[src/rtl/ipi_pkg.sv]
package ipi_pkg;
  // Word offsets of the register window; software depends on these.
  localparam int OFS_SEND_ONE    = 0;
  localparam int OFS_SEND_OTHERS = 1;
  localparam int OFS_RECEIVE     = 2;
  // Low half of a send word holds the core index.
  localparam int TGT_W = 16;
endpackage

[src/rtl/ipi_decode.sv]
module ipi_decode #(
  parameter int NUM_CORES = 4,
  parameter int DATA_W    = 32,
  parameter int ADDR_W    = 4,
  parameter int CID_W     = 2,
  parameter int NUM_W     = DATA_W - ipi_pkg::TGT_W
) (
  input  logic                 clk,
  input  logic                 rst,
  input  logic                 sel_i,
  input  logic                 we_i,
  input  logic [ADDR_W-1:0]    addr_i,
  input  logic [DATA_W-1:0]    wdata_i,
  input  logic [CID_W-1:0]     core_i,
  output logic [NUM_CORES-1:0] push_o,
  output logic [NUM_CORES-1:0] pop_o,
  output logic [NUM_CORES-1:0] flush_o,
  output logic [NUM_W-1:0]     num_o,
  output logic                 recv_rd_o
);
  import ipi_pkg::*;

  logic                 hit_one, hit_others, hit_recv;
  logic [TGT_W-1:0]     target;

  assign hit_one    = sel_i && we_i && (addr_i == ADDR_W'(OFS_SEND_ONE));
  assign hit_others = sel_i && we_i && (addr_i == ADDR_W'(OFS_SEND_OTHERS));
  assign hit_recv   = sel_i && (addr_i == ADDR_W'(OFS_RECEIVE));
  assign recv_rd_o  = hit_recv && !we_i;
  assign target     = wdata_i[TGT_W-1:0];
  assign num_o      = wdata_i[DATA_W-1:TGT_W];

  for (genvar g = 0; g < NUM_CORES; g++) begin : g_core
    assign push_o[g]  = (hit_one && (target == TGT_W'(g))) ||
                        (hit_others && (target != TGT_W'(g)));
    assign pop_o[g]   = hit_recv && !we_i && (core_i == CID_W'(g));
    assign flush_o[g] = hit_recv && we_i && (core_i == CID_W'(g));
  end

  // a unicast send reaches at most one queue
  assert_unicast_single_R2: assert property (@(posedge clk) disable iff (rst)
    hit_one |-> $onehot0(push_o));
  // a broadcast reaches at least all cores but one
  assert_broadcast_width_R3: assert property (@(posedge clk) disable iff (rst)
    hit_others |-> ($countones(push_o) >= NUM_CORES - 1));
endmodule

[src/rtl/ipi_queue.sv]
module ipi_queue #(
  parameter int DEPTH = 4,
  parameter int NUM_W = 16
) (
  input  logic             clk,
  input  logic             rst,
  input  logic             push_i,
  input  logic             pop_i,
  input  logic             flush_i,
  input  logic [NUM_W-1:0] din_i,
  output logic [NUM_W-1:0] head_o,
  output logic             empty_o,
  output logic             irq_o,
  output logic             ovf_o
);
  localparam int PTR_W = (DEPTH > 1) ? $clog2(DEPTH) : 1;
  localparam int CNT_W = $clog2(DEPTH + 1);

  logic [NUM_W-1:0] mem [DEPTH];
  logic [PTR_W-1:0] wr_q, rd_q;
  logic [CNT_W-1:0] count_q, count_d;
  logic             full, empty, do_push, do_pop;

  function automatic logic [PTR_W-1:0] bump(input logic [PTR_W-1:0] p);
    return (p == PTR_W'(DEPTH - 1)) ? '0 : p + 1'b1;
  endfunction

  assign full    = (count_q == CNT_W'(DEPTH));
  assign empty   = (count_q == '0);
  assign do_pop  = pop_i && !empty && !flush_i;
  assign do_push = push_i && !flush_i && (!full || do_pop);

  always_comb begin
    if (flush_i)
      count_d = '0;
    else
      count_d = count_q + CNT_W'(do_push) - CNT_W'(do_pop);
  end

  always_ff @(posedge clk) begin
    if (rst) begin
      wr_q    <= '0;
      rd_q    <= '0;
      count_q <= '0;
      irq_o   <= 1'b0;
      ovf_o   <= 1'b0;
    end else begin
      if (flush_i) begin
        rd_q <= wr_q;
      end else begin
        if (do_push) wr_q <= bump(wr_q);
        if (do_pop)  rd_q <= bump(rd_q);
      end
      count_q <= count_d;
      irq_o   <= (count_d != '0);
      if (push_i && !flush_i && !do_push) ovf_o <= 1'b1;
    end
  end

  // Storage without reset so that it maps onto RAM.
  always_ff @(posedge clk) begin
    if (do_push) mem[wr_q] <= din_i;
  end

  assign head_o  = mem[rd_q];
  assign empty_o = empty;

  assert_push_raises_irq_R2: assert property (@(posedge clk) disable iff (rst)
    (push_i && !flush_i) |=> irq_o);
  assert_flush_clears_R6: assert property (@(posedge clk) disable iff (rst)
    flush_i |=> (!irq_o && count_q == '0));
  assert_last_pop_drops_irq_R7: assert property (@(posedge clk) disable iff (rst)
    (pop_i && !push_i && !flush_i && count_q == CNT_W'(1)) |=> !irq_o);
  assert_full_push_flags_R8: assert property (@(posedge clk) disable iff (rst)
    (push_i && full && !pop_i && !flush_i) |=> (ovf_o && count_q == CNT_W'(DEPTH)));
  assert_overflow_sticky_R8: assert property (@(posedge clk) disable iff (rst)
    ovf_o |=> ovf_o);
  assert_count_bound_R8: assert property (@(posedge clk) disable iff (rst)
    count_q <= CNT_W'(DEPTH));
endmodule

[src/rtl/ipi_mailbox.sv]
module ipi_mailbox #(
  parameter int NUM_CORES = 4,
  parameter int DEPTH     = 4,
  parameter int DATA_W    = 32,
  parameter int ADDR_W    = 4,
  parameter int CID_W     = (NUM_CORES > 1) ? $clog2(NUM_CORES) : 1
) (
  input  logic                 clk,
  input  logic                 rst,
  input  logic                 bus_sel,
  input  logic                 bus_we,
  input  logic [ADDR_W-1:0]    bus_addr,
  input  logic [DATA_W-1:0]    bus_wdata,
  input  logic [CID_W-1:0]     bus_core_id,
  output logic [DATA_W-1:0]    bus_rdata,
  output logic                 bus_rvalid,
  output logic [NUM_CORES-1:0] irq,
  output logic [NUM_CORES-1:0] overflow
);
  localparam int NUM_W = DATA_W - ipi_pkg::TGT_W;

  logic [NUM_CORES-1:0] push, pop, flush, empty;
  logic [NUM_W-1:0]     num;
  logic [NUM_W-1:0]     head [NUM_CORES];
  logic [NUM_W-1:0]     rd_sel;
  logic                 recv_rd;

  ipi_decode #(
    .NUM_CORES(NUM_CORES), .DATA_W(DATA_W), .ADDR_W(ADDR_W),
    .CID_W(CID_W), .NUM_W(NUM_W)
  ) decode_i (
    .clk(clk), .rst(rst),
    .sel_i(bus_sel), .we_i(bus_we), .addr_i(bus_addr),
    .wdata_i(bus_wdata), .core_i(bus_core_id),
    .push_o(push), .pop_o(pop), .flush_o(flush),
    .num_o(num), .recv_rd_o(recv_rd)
  );

  for (genvar g = 0; g < NUM_CORES; g++) begin : g_queue
    ipi_queue #(.DEPTH(DEPTH), .NUM_W(NUM_W)) queue_i (
      .clk(clk), .rst(rst),
      .push_i(push[g]), .pop_i(pop[g]), .flush_i(flush[g]),
      .din_i(num), .head_o(head[g]), .empty_o(empty[g]),
      .irq_o(irq[g]), .ovf_o(overflow[g])
    );
  end

  always_comb begin
    rd_sel = '0;
    for (int c = 0; c < NUM_CORES; c++)
      if (pop[c] && !empty[c]) rd_sel = head[c];
  end

  always_ff @(posedge clk) begin
    if (rst) begin
      bus_rvalid <= 1'b0;
      bus_rdata  <= '0;
    end else begin
      bus_rvalid <= bus_sel && !bus_we;
      bus_rdata  <= {{(DATA_W - NUM_W){1'b0}}, recv_rd ? rd_sel : NUM_W'(0)};
    end
  end

  assert_read_latency_R4: assert property (@(posedge clk) disable iff (rst)
    (bus_sel && !bus_we) |=> bus_rvalid);
  assert_empty_read_zero_R5: assert property (@(posedge clk) disable iff (rst)
    (recv_rd && ((pop & ~empty) == '0)) |=> (bus_rdata == '0));
  assert_write_no_rvalid_R10: assert property (@(posedge clk) disable iff (rst)
    (!bus_sel || bus_we) |=> !bus_rvalid);
endmodule

[config.mk]
export PLATFORM = sky130hd
export DESIGN_NAME = ipi_mailbox
export DESIGN_NICKNAME = d
export VERILOG_FILES = /design/src/rtl/ipi_pkg.sv /design/src/rtl/ipi_decode.sv /design/src/rtl/ipi_queue.sv /design/src/rtl/ipi_mailbox.sv
export SDC_FILE = /design/constraint.sdc
export NUM_CORES = 1
export LEC_CHECK = 0
export BUFFER_PORTS_ARGS = -buffer_cell sky130_fd_sc_hd__clkbuf_2
export CAP_MARGIN = 20
export CORE_MARGIN = 3
export CORE_UTILIZATION = 60
export CTS_CLUSTER_DIAMETER = 100
export DETAILED_ROUTE_END_ITERATION = 12
export GPL_TIMING_DRIVEN = 0
export PLACE_DENSITY = 0.91
export SLEW_MARGIN = 20
export SYNTH_ARGS = -nofsm -noshare
export SYNTH_HDL_FRONTEND = slang
export SYNTH_SLANG_ARGS = --single-unit
[constraint.sdc]
create_clock -name clk -period 10.6 [get_ports clk]
set_input_delay 2.12 -clock clk [delete_from_list [all_inputs] [get_ports clk]]
set_output_delay 2.12 -clock clk [all_outputs]
set_load 0.02 [all_outputs]
### After elaboration in Yosys (flattened, before gate mapping)

Memory sizes are Yosys's and may differ from the RTL's. A register that Yosys moved wholly into a read port is not among the register bits.
Cells that the tools add are included.

| storage, ports and cells | value |
|---|---|
| flip-flop bits (word level) | 69 |
| latch bits | 0 |
| bits in writable memories | 256 |
| memory bits (read-only) | 0 |
| output and inout port bits | 41 |
| word-level logic and storage cells | 200 |
| memories | 4 |

| cells by class | value |
|---|---|
| add/subtract/negate cells | 16 |
| $mul | 0 |
| div/mod/pow operators | 0 |
| magnitude comparators | 0 |
| eq/ne operators | 23 |
| shift-type cells | 0 |
| mux-type cells | 40 |
| bitwise operators | 5 |
| reductions and logical operators | 89 |

Memories:

| memory | words | width | read ports | clocked after memory_dff | write ports | line | source |
|---|---|---|---|---|---|---|---|
| g_queue[0].queue_i.mem | 4 | 16 | 1 | 1 | 1 | ipi_queue.sv:19 | `logic [NUM_W-1:0] mem [DEPTH];` |
| g_queue[1].queue_i.mem | 4 | 16 | 1 | 1 | 1 | ipi_queue.sv:19 |  |
| g_queue[2].queue_i.mem | 4 | 16 | 1 | 1 | 1 | ipi_queue.sv:19 |  |
| g_queue[3].queue_i.mem | 4 | 16 | 1 | 1 | 1 | ipi_queue.sv:19 |  |

Operator list:

| operator | count |
|---|---|
| 16-bit two-way mux | 4 |
| 2-bit two-way mux | 24 |
| 1-bit logical AND | 43 |
| 16-bit by 2-bit equality test with 1-bit output, second input constant | 2 |
| 16-bit by 2-bit inequality test with 1-bit output, second input constant | 2 |
| 2-bit equality test, second input constant | 10 |
| 1-bit zero test | 17 |
| 2-bit by 1-bit adder with 2-bit output, second input constant | 8 |
| 16-bit by 1-bit equality test with 1-bit output, second input constant | 1 |
| 16-bit zero test | 1 |
| 16-bit by 1-bit inequality test with 1-bit output, second input constant | 1 |
| 16-bit nonzero test | 1 |
| 3-bit by 1-bit adder with 3-bit output | 4 |
| 3-bit equality test, second input constant | 4 |
| 3-bit zero test | 4 |
| 3-bit two-way mux | 4 |
| 3-bit nonzero test | 4 |
| 3-bit by 1-bit subtractor with 3-bit output | 4 |
| 1-bit logical OR | 8 |
| 1-bit two-way mux | 8 |
| 2-bit AND reduction | 4 |
| 2-bit nonzero test | 4 |
| 1-bit inverter | 5 |
| 4-bit by 1-bit equality test with 1-bit output, second input constant | 1 |
| 5 further kinds | 5 |

### Longest topological paths before layout

| logic depth | value |
|---|---|
| word-level depth | 12 |
| mapped depth | 13 |

### By module

From an unflattened synthesis, not the netlist that was laid out.

| second synthesis, totals | value |
|---|---|
| cell total of the unflattened synthesis | 756 |
| area total of the unflattened synthesis | 13148.9 um2 |

Modules (own cells, without submodules):

| module | instances | cells each | area an instance (um2) |
|---|---|---|---|
| ipi_queue | 4 | 143 | 2872.8 |
| ipi_mailbox | 1 | 135 | 1275.0 |
| ipi_decode | 1 | 49 | 382.9 |

### Worst setup path before layout

No wires, ideal clock.

| path | value |
|---|---|
| path type | input -> register |
| from | input bus_addr[0] |
| to | register g_queue[1].queue_i.irq_o |
| arrival time | 4.783 ns |
| required time | 10.509 ns |
| setup slack | 5.726 ns |
| stages on the path | 13 |
| path buffers | 3 |
| cell sequence | buf_6 > or4b_1 > buf_6 > nor4_4 > buf_2 > ha_1 > inv_1 > ha_1 > inv_1 > fa_1 > xor2_1 > xnor2_1 > a311oi_1 |

| between the ends | value |
|---|---|
| cells in the longest elaborated chain, start to end | 12 |

Ends and longest elaborated chain:

| element | line | source |
|---|---|---|
| from (decl) | ipi_mailbox.sv:12 | `input logic [ADDR_W-1:0] bus_addr,` |
| 4-bit by 2-bit equality test with 1-bit output | ipi_decode.sv:28 | `assign hit_recv = sel_i && (addr_i == ADDR_W'(OFS_RECEIVE));` |
| 1-bit logical AND | ipi_decode.sv:28 |  |
| 1-bit logical AND (on tied branches) (2 in series) | ipi_decode.sv:36, ipi_decode.sv:37 |  |
| 1-bit logical AND or 1-bit zero test (tied branches) | ipi_queue.sv:30, ipi_queue.sv:31 |  |
| 1-bit logical AND | ipi_queue.sv:30 | `assign do_pop = pop_i && !empty && !flush_i;` |
| 1-bit logical OR | ipi_queue.sv:31 | `assign do_push = push_i && !flush_i && (!full \|\| do_pop);` |
| 1-bit logical AND | ipi_queue.sv:31 |  |
| 3-bit by 1-bit adder with 3-bit output | ipi_queue.sv:37 | `count_d = count_q + CNT_W'(do_push) - CNT_W'(do_pop);` |
| 3-bit by 1-bit subtractor with 3-bit output | ipi_queue.sv:37 |  |
| 3-bit two-way mux * | ipi_queue.sv:34 | `if (flush_i)` |
| 3-bit nonzero test * | ipi_queue.sv:55 | `irq_o <= (count_d != '0);` |
| to (signal assigned) | ipi_queue.sv:55 |  |
| to (decl) | ipi_queue.sv:13 | `output logic irq_o,` |

Every way passes the cells marked *; elsewhere a longest branch is shown, timed or not.
A chain may end at the register's enable or synchronous reset.

### Worst setup path after layout

| path | value |
|---|---|
| from | input bus_addr[0] |
| to | register g_queue[0].queue_i.irq_o |

| between the ends | value |
|---|---|
| cells in the longest elaborated chain, start to end | 12 |

Ends and longest elaborated chain:

| element | line |
|---|---|
| 4-bit by 2-bit equality test with 1-bit output | ipi_decode.sv:28 |
| 1-bit logical AND | ipi_decode.sv:28 |
| 1-bit logical AND (on tied branches) (2 in series) | ipi_decode.sv:36, ipi_decode.sv:37 |
| 1-bit logical AND or 1-bit zero test (tied branches) | ipi_queue.sv:30, ipi_queue.sv:31 |
| 1-bit logical AND | ipi_queue.sv:30 |
| 1-bit logical OR | ipi_queue.sv:31 |
| 1-bit logical AND | ipi_queue.sv:31 |
| 3-bit by 1-bit adder with 3-bit output | ipi_queue.sv:37 |
| 3-bit by 1-bit subtractor with 3-bit output | ipi_queue.sv:37 |
| 3-bit two-way mux * | ipi_queue.sv:34 |
| 3-bit nonzero test * | ipi_queue.sv:55 |
| to (signal assigned) | ipi_queue.sv:55 |
| to (decl) | ipi_queue.sv:13 |

Marked as above.

==> results by group <==
Timing
  – Tcrit/Tclk final: ~45%
  – Slew @ Worst Pin: 1.16 ns
  – TNS Setup: 0 ns
  – Post-route minimum period: approximately 4.8 ns
  – Fmax: 208 MHz
  – Final setup fails: 0
  – Slew headroom: 22.4%
  – Max-slew violations: 0
  – Final Hold Viols: 0
  – Skew final: 0.0103 ns
  – Final hold slack: 0.450 ns
  – Final worst setup slack: 5.80 ns
  – RSZ-0062 raised after global routing: false

GRT
  – Total grt overflow: 0
  – Largest net degree at the start of global routing: 17
  – Number of global-route vias before repair: roughly 7700
  – Global-route wire length before repair: 45700 microns
  – Initial antenna violation count: 1
  – Tot GR Track Use: 26.1%

Logic synthesis
  – Mapped Cells: 738
  – Top post-synthesis cells by count: 256 x edfxtp_1, 64 x mux4_2, 61 x dfxtp_1, 36 x nor2_1, 28 x ha_1
  – Most numerous cell in the Yosys netlist: edfxtp_1
  – Flops & latches, synth: 317
  – Netlist cell types: 52
  – Syn_area_per_cell: 17.4 sq um
  – Synth warnings: 0
  – Top cell type's share of synthesized area: between 50 and 60%
  – Asr flop ratio synth: 0%
  – Synth Cell Area: 12800 sq um
  – EDFF count, synth: 256
  – Sequential share of the synthesized area: 69.3%
  – Main synth FF type: edfxtp_1
  – Synth area leaders: edfxtp_1 60%, mux4_2 11%, dfxtp_1 9.5%, ha_1 2.7%, buf_4 1.5%
  – Synth area leader: edfxtp_1

Power
  – Tot Pwr: 2.42 mW
  – Clk pwr share: 41.9%
  – PD cells: 167 nW/um^2
  – Gate power share: roughly 2.4%
  – Sequential cell fraction of total power: between 50% and 60%
  – Worst IR Drop VDD: 0.000194 V
  – Switching share of power: 19.7%
  – P_int: 1.94 mW
  – Static leakage: 4.82 nW
  – Net switching power: 476 uW

Critical path
  – Reg2reg setup slack: between 7 and 8 ns
  – Max FO, Critical Path: 10
  – CP arrival: 5.23 ns
  – CP endpoint kind: flip-flop
  – Crit Path Category: in -> reg
  – CP Launch Type: input port
  – Crit path required time: ~11 ns

Layout
  – Ant diodes: 0
  – Nets: 920
  – Post-Route Utilization: 70.2%
  – # fillers: between 1000 and 1500
  – Share of layout cells above drive strength 1: about a quarter
  – Finished Cell Area: around 14000 sq um
  – FF+latch area: 8910 sq um
  – Area Growth Syn to Fin: 12.7%
  – Multi-input gate area: 3560 sq um
  – Fin cells: approximately 1100

Drt
  – Vias per std cell: 6.45
  – Wire per inst: 26.5 microns
  – DRT Wirelength: 30200 microns
  – Vias: 7344
  – Antenna Nets Post-Route: 0
  – Drt initial violations: between 800 and 900
  – Drt drc: 0
  – TritonRoute pass-1 iters: 5

Floorplanning
  – Die area: 23200 sq um
  – Chip width: 152 microns
  – Initial Util: around 62%
  – Num rows: 52
  – Top-level I/O count: 83
  – Core area: 20600 sq um
  – Die height: 152 microns

Hold path
  – Worst hold path class: reg -> reg

Clock tree
  – Clock buffer depth: 3
  – Clk slew on worst S/H paths: approximately 0.070 ns
  – H-tree level count: 1
  – Post-CTS Resized: 0
  – Postcts setup bufs: 0
  – Clk_lat worst skew: ~0.54 ns
  – CTS Root Cell: clkbuf_16
  – TritonCTS Buffers: 29
  – Post-CTS Hold Fix Bufs: 0
  – Clock sinks: about 320
  – CTS tree: yes

Placed design
  – Setup WS pre-CTS: 5.34 ns
  – Placed Cells: 1085
  – DP Area: 13600 sq um
  – Routability cong.: 0.841
  – Post-DP HPWL: 18300 microns
  – I/O Buffers: 62

Status
  – Status: complete, no violations

Flow run
  – Max-cap violation count: 0
[metal layers]
metal / vias to the layer above / GRT usage [%] / wire length [microns]
met2: 441 / 44.6 / 15600
met3: 72 / 4.80 / 2640
met4: 2 / 9.46 / 857
li1: 3109 / - / -
met5: - / 0 / 13
met1: 3720 / 33.9 / 11000
[placed cells by master (no fill, tap or decap), types with 12 or more instances in the layout]
cell type,count
ha_1,28
buf_4,25
a21oi_1,25
nor3_1,21
a22oi_1,12
dfxtp_1,61
nor2_1,36
and2_1,15
inv_1,27
clkbuf_16,29
clkbuf_2,62
conb_1,16
clkbuf_1,30
mux4_2,64
edfxtp_1,256
[logic make-up (layout without fill, tap and decap cells)]
logic type / count (synthesis) / in the layout / synth area share, %
AO/OA/AOI/OAI: 87 / 87 / 5.25
XOR/XNOR: 16 / 16 / 1.09
adder cells (fa/ha/maj): 32 / 32 / 3.35
buffers and inverters: 87 / 202 / 3.46
flip-flops: 317 / 317 / 69.3
multiplexers: 66 / 66 / 11.4
other: 1 / 16 / 0.0292
AND/OR/NAND/NOR: 132 / 132 / 6.11
[layout make-up]
class                   instances  share of cell area (%)
plain buffers                  60                    2.37
repair buffers                 62                    2.14
clock inverters                13                   0.769
well taps                     270                    2.33
flip-flops and latches        317                    61.5
clock buffers                  40                    5.57
inverters                      27                   0.700
multi-input cells             349                    24.6
[state kept, by name, indices dropped and copies added, names as in the netlist, named ones only]
register and flops:
g_queue.queue_i.mem 256, g_queue.queue_i.wr_q 8, bus_rdata 16, bus_rvalid 1, g_queue.queue_i.rd_q 8, g_queue.queue_i.ovf_o 4, g_queue.queue_i.irq_o 4, g_queue.queue_i.count_q 12
[critical path, stage by stage]
cell	delay [ns]
buf_6	0.13
nor4b_1	0.57
nand2_1	0.41
o311a_1	0.46
nor3_2	0.30
ha_1	0.20
inv_1	0.05
fa_1	0.40
xor2_1	0.16
xnor2_1	0.15
a31oi_1	0.28
[power groups by stage]
stage	clock [mW]	sequential, mW	combinational, mW
global placement	0	1.37	0.0538
finish	1.01	1.35	0.0580
global route	1.06	1.35	0.0627
floorplan	0	1.37	0.0282
detailed placement	0	1.37	0.0565
CTS	1.02	1.35	0.0572
[final timing paths]
kind,from,endpoint,cells after the start
max,bus_addr[0],g_queue[0].queue_i.irq_o,11
min,g_queue[3].queue_i.ovf_o,g_queue[3].queue_i.ovf_o,2
max reg2reg,g_queue[3].queue_i.count_q[1],g_queue[3].queue_i.irq_o,10
min reg2reg,g_queue[3].queue_i.ovf_o,g_queue[3].queue_i.ovf_o,2
Power figures use the tool's default switching activity.
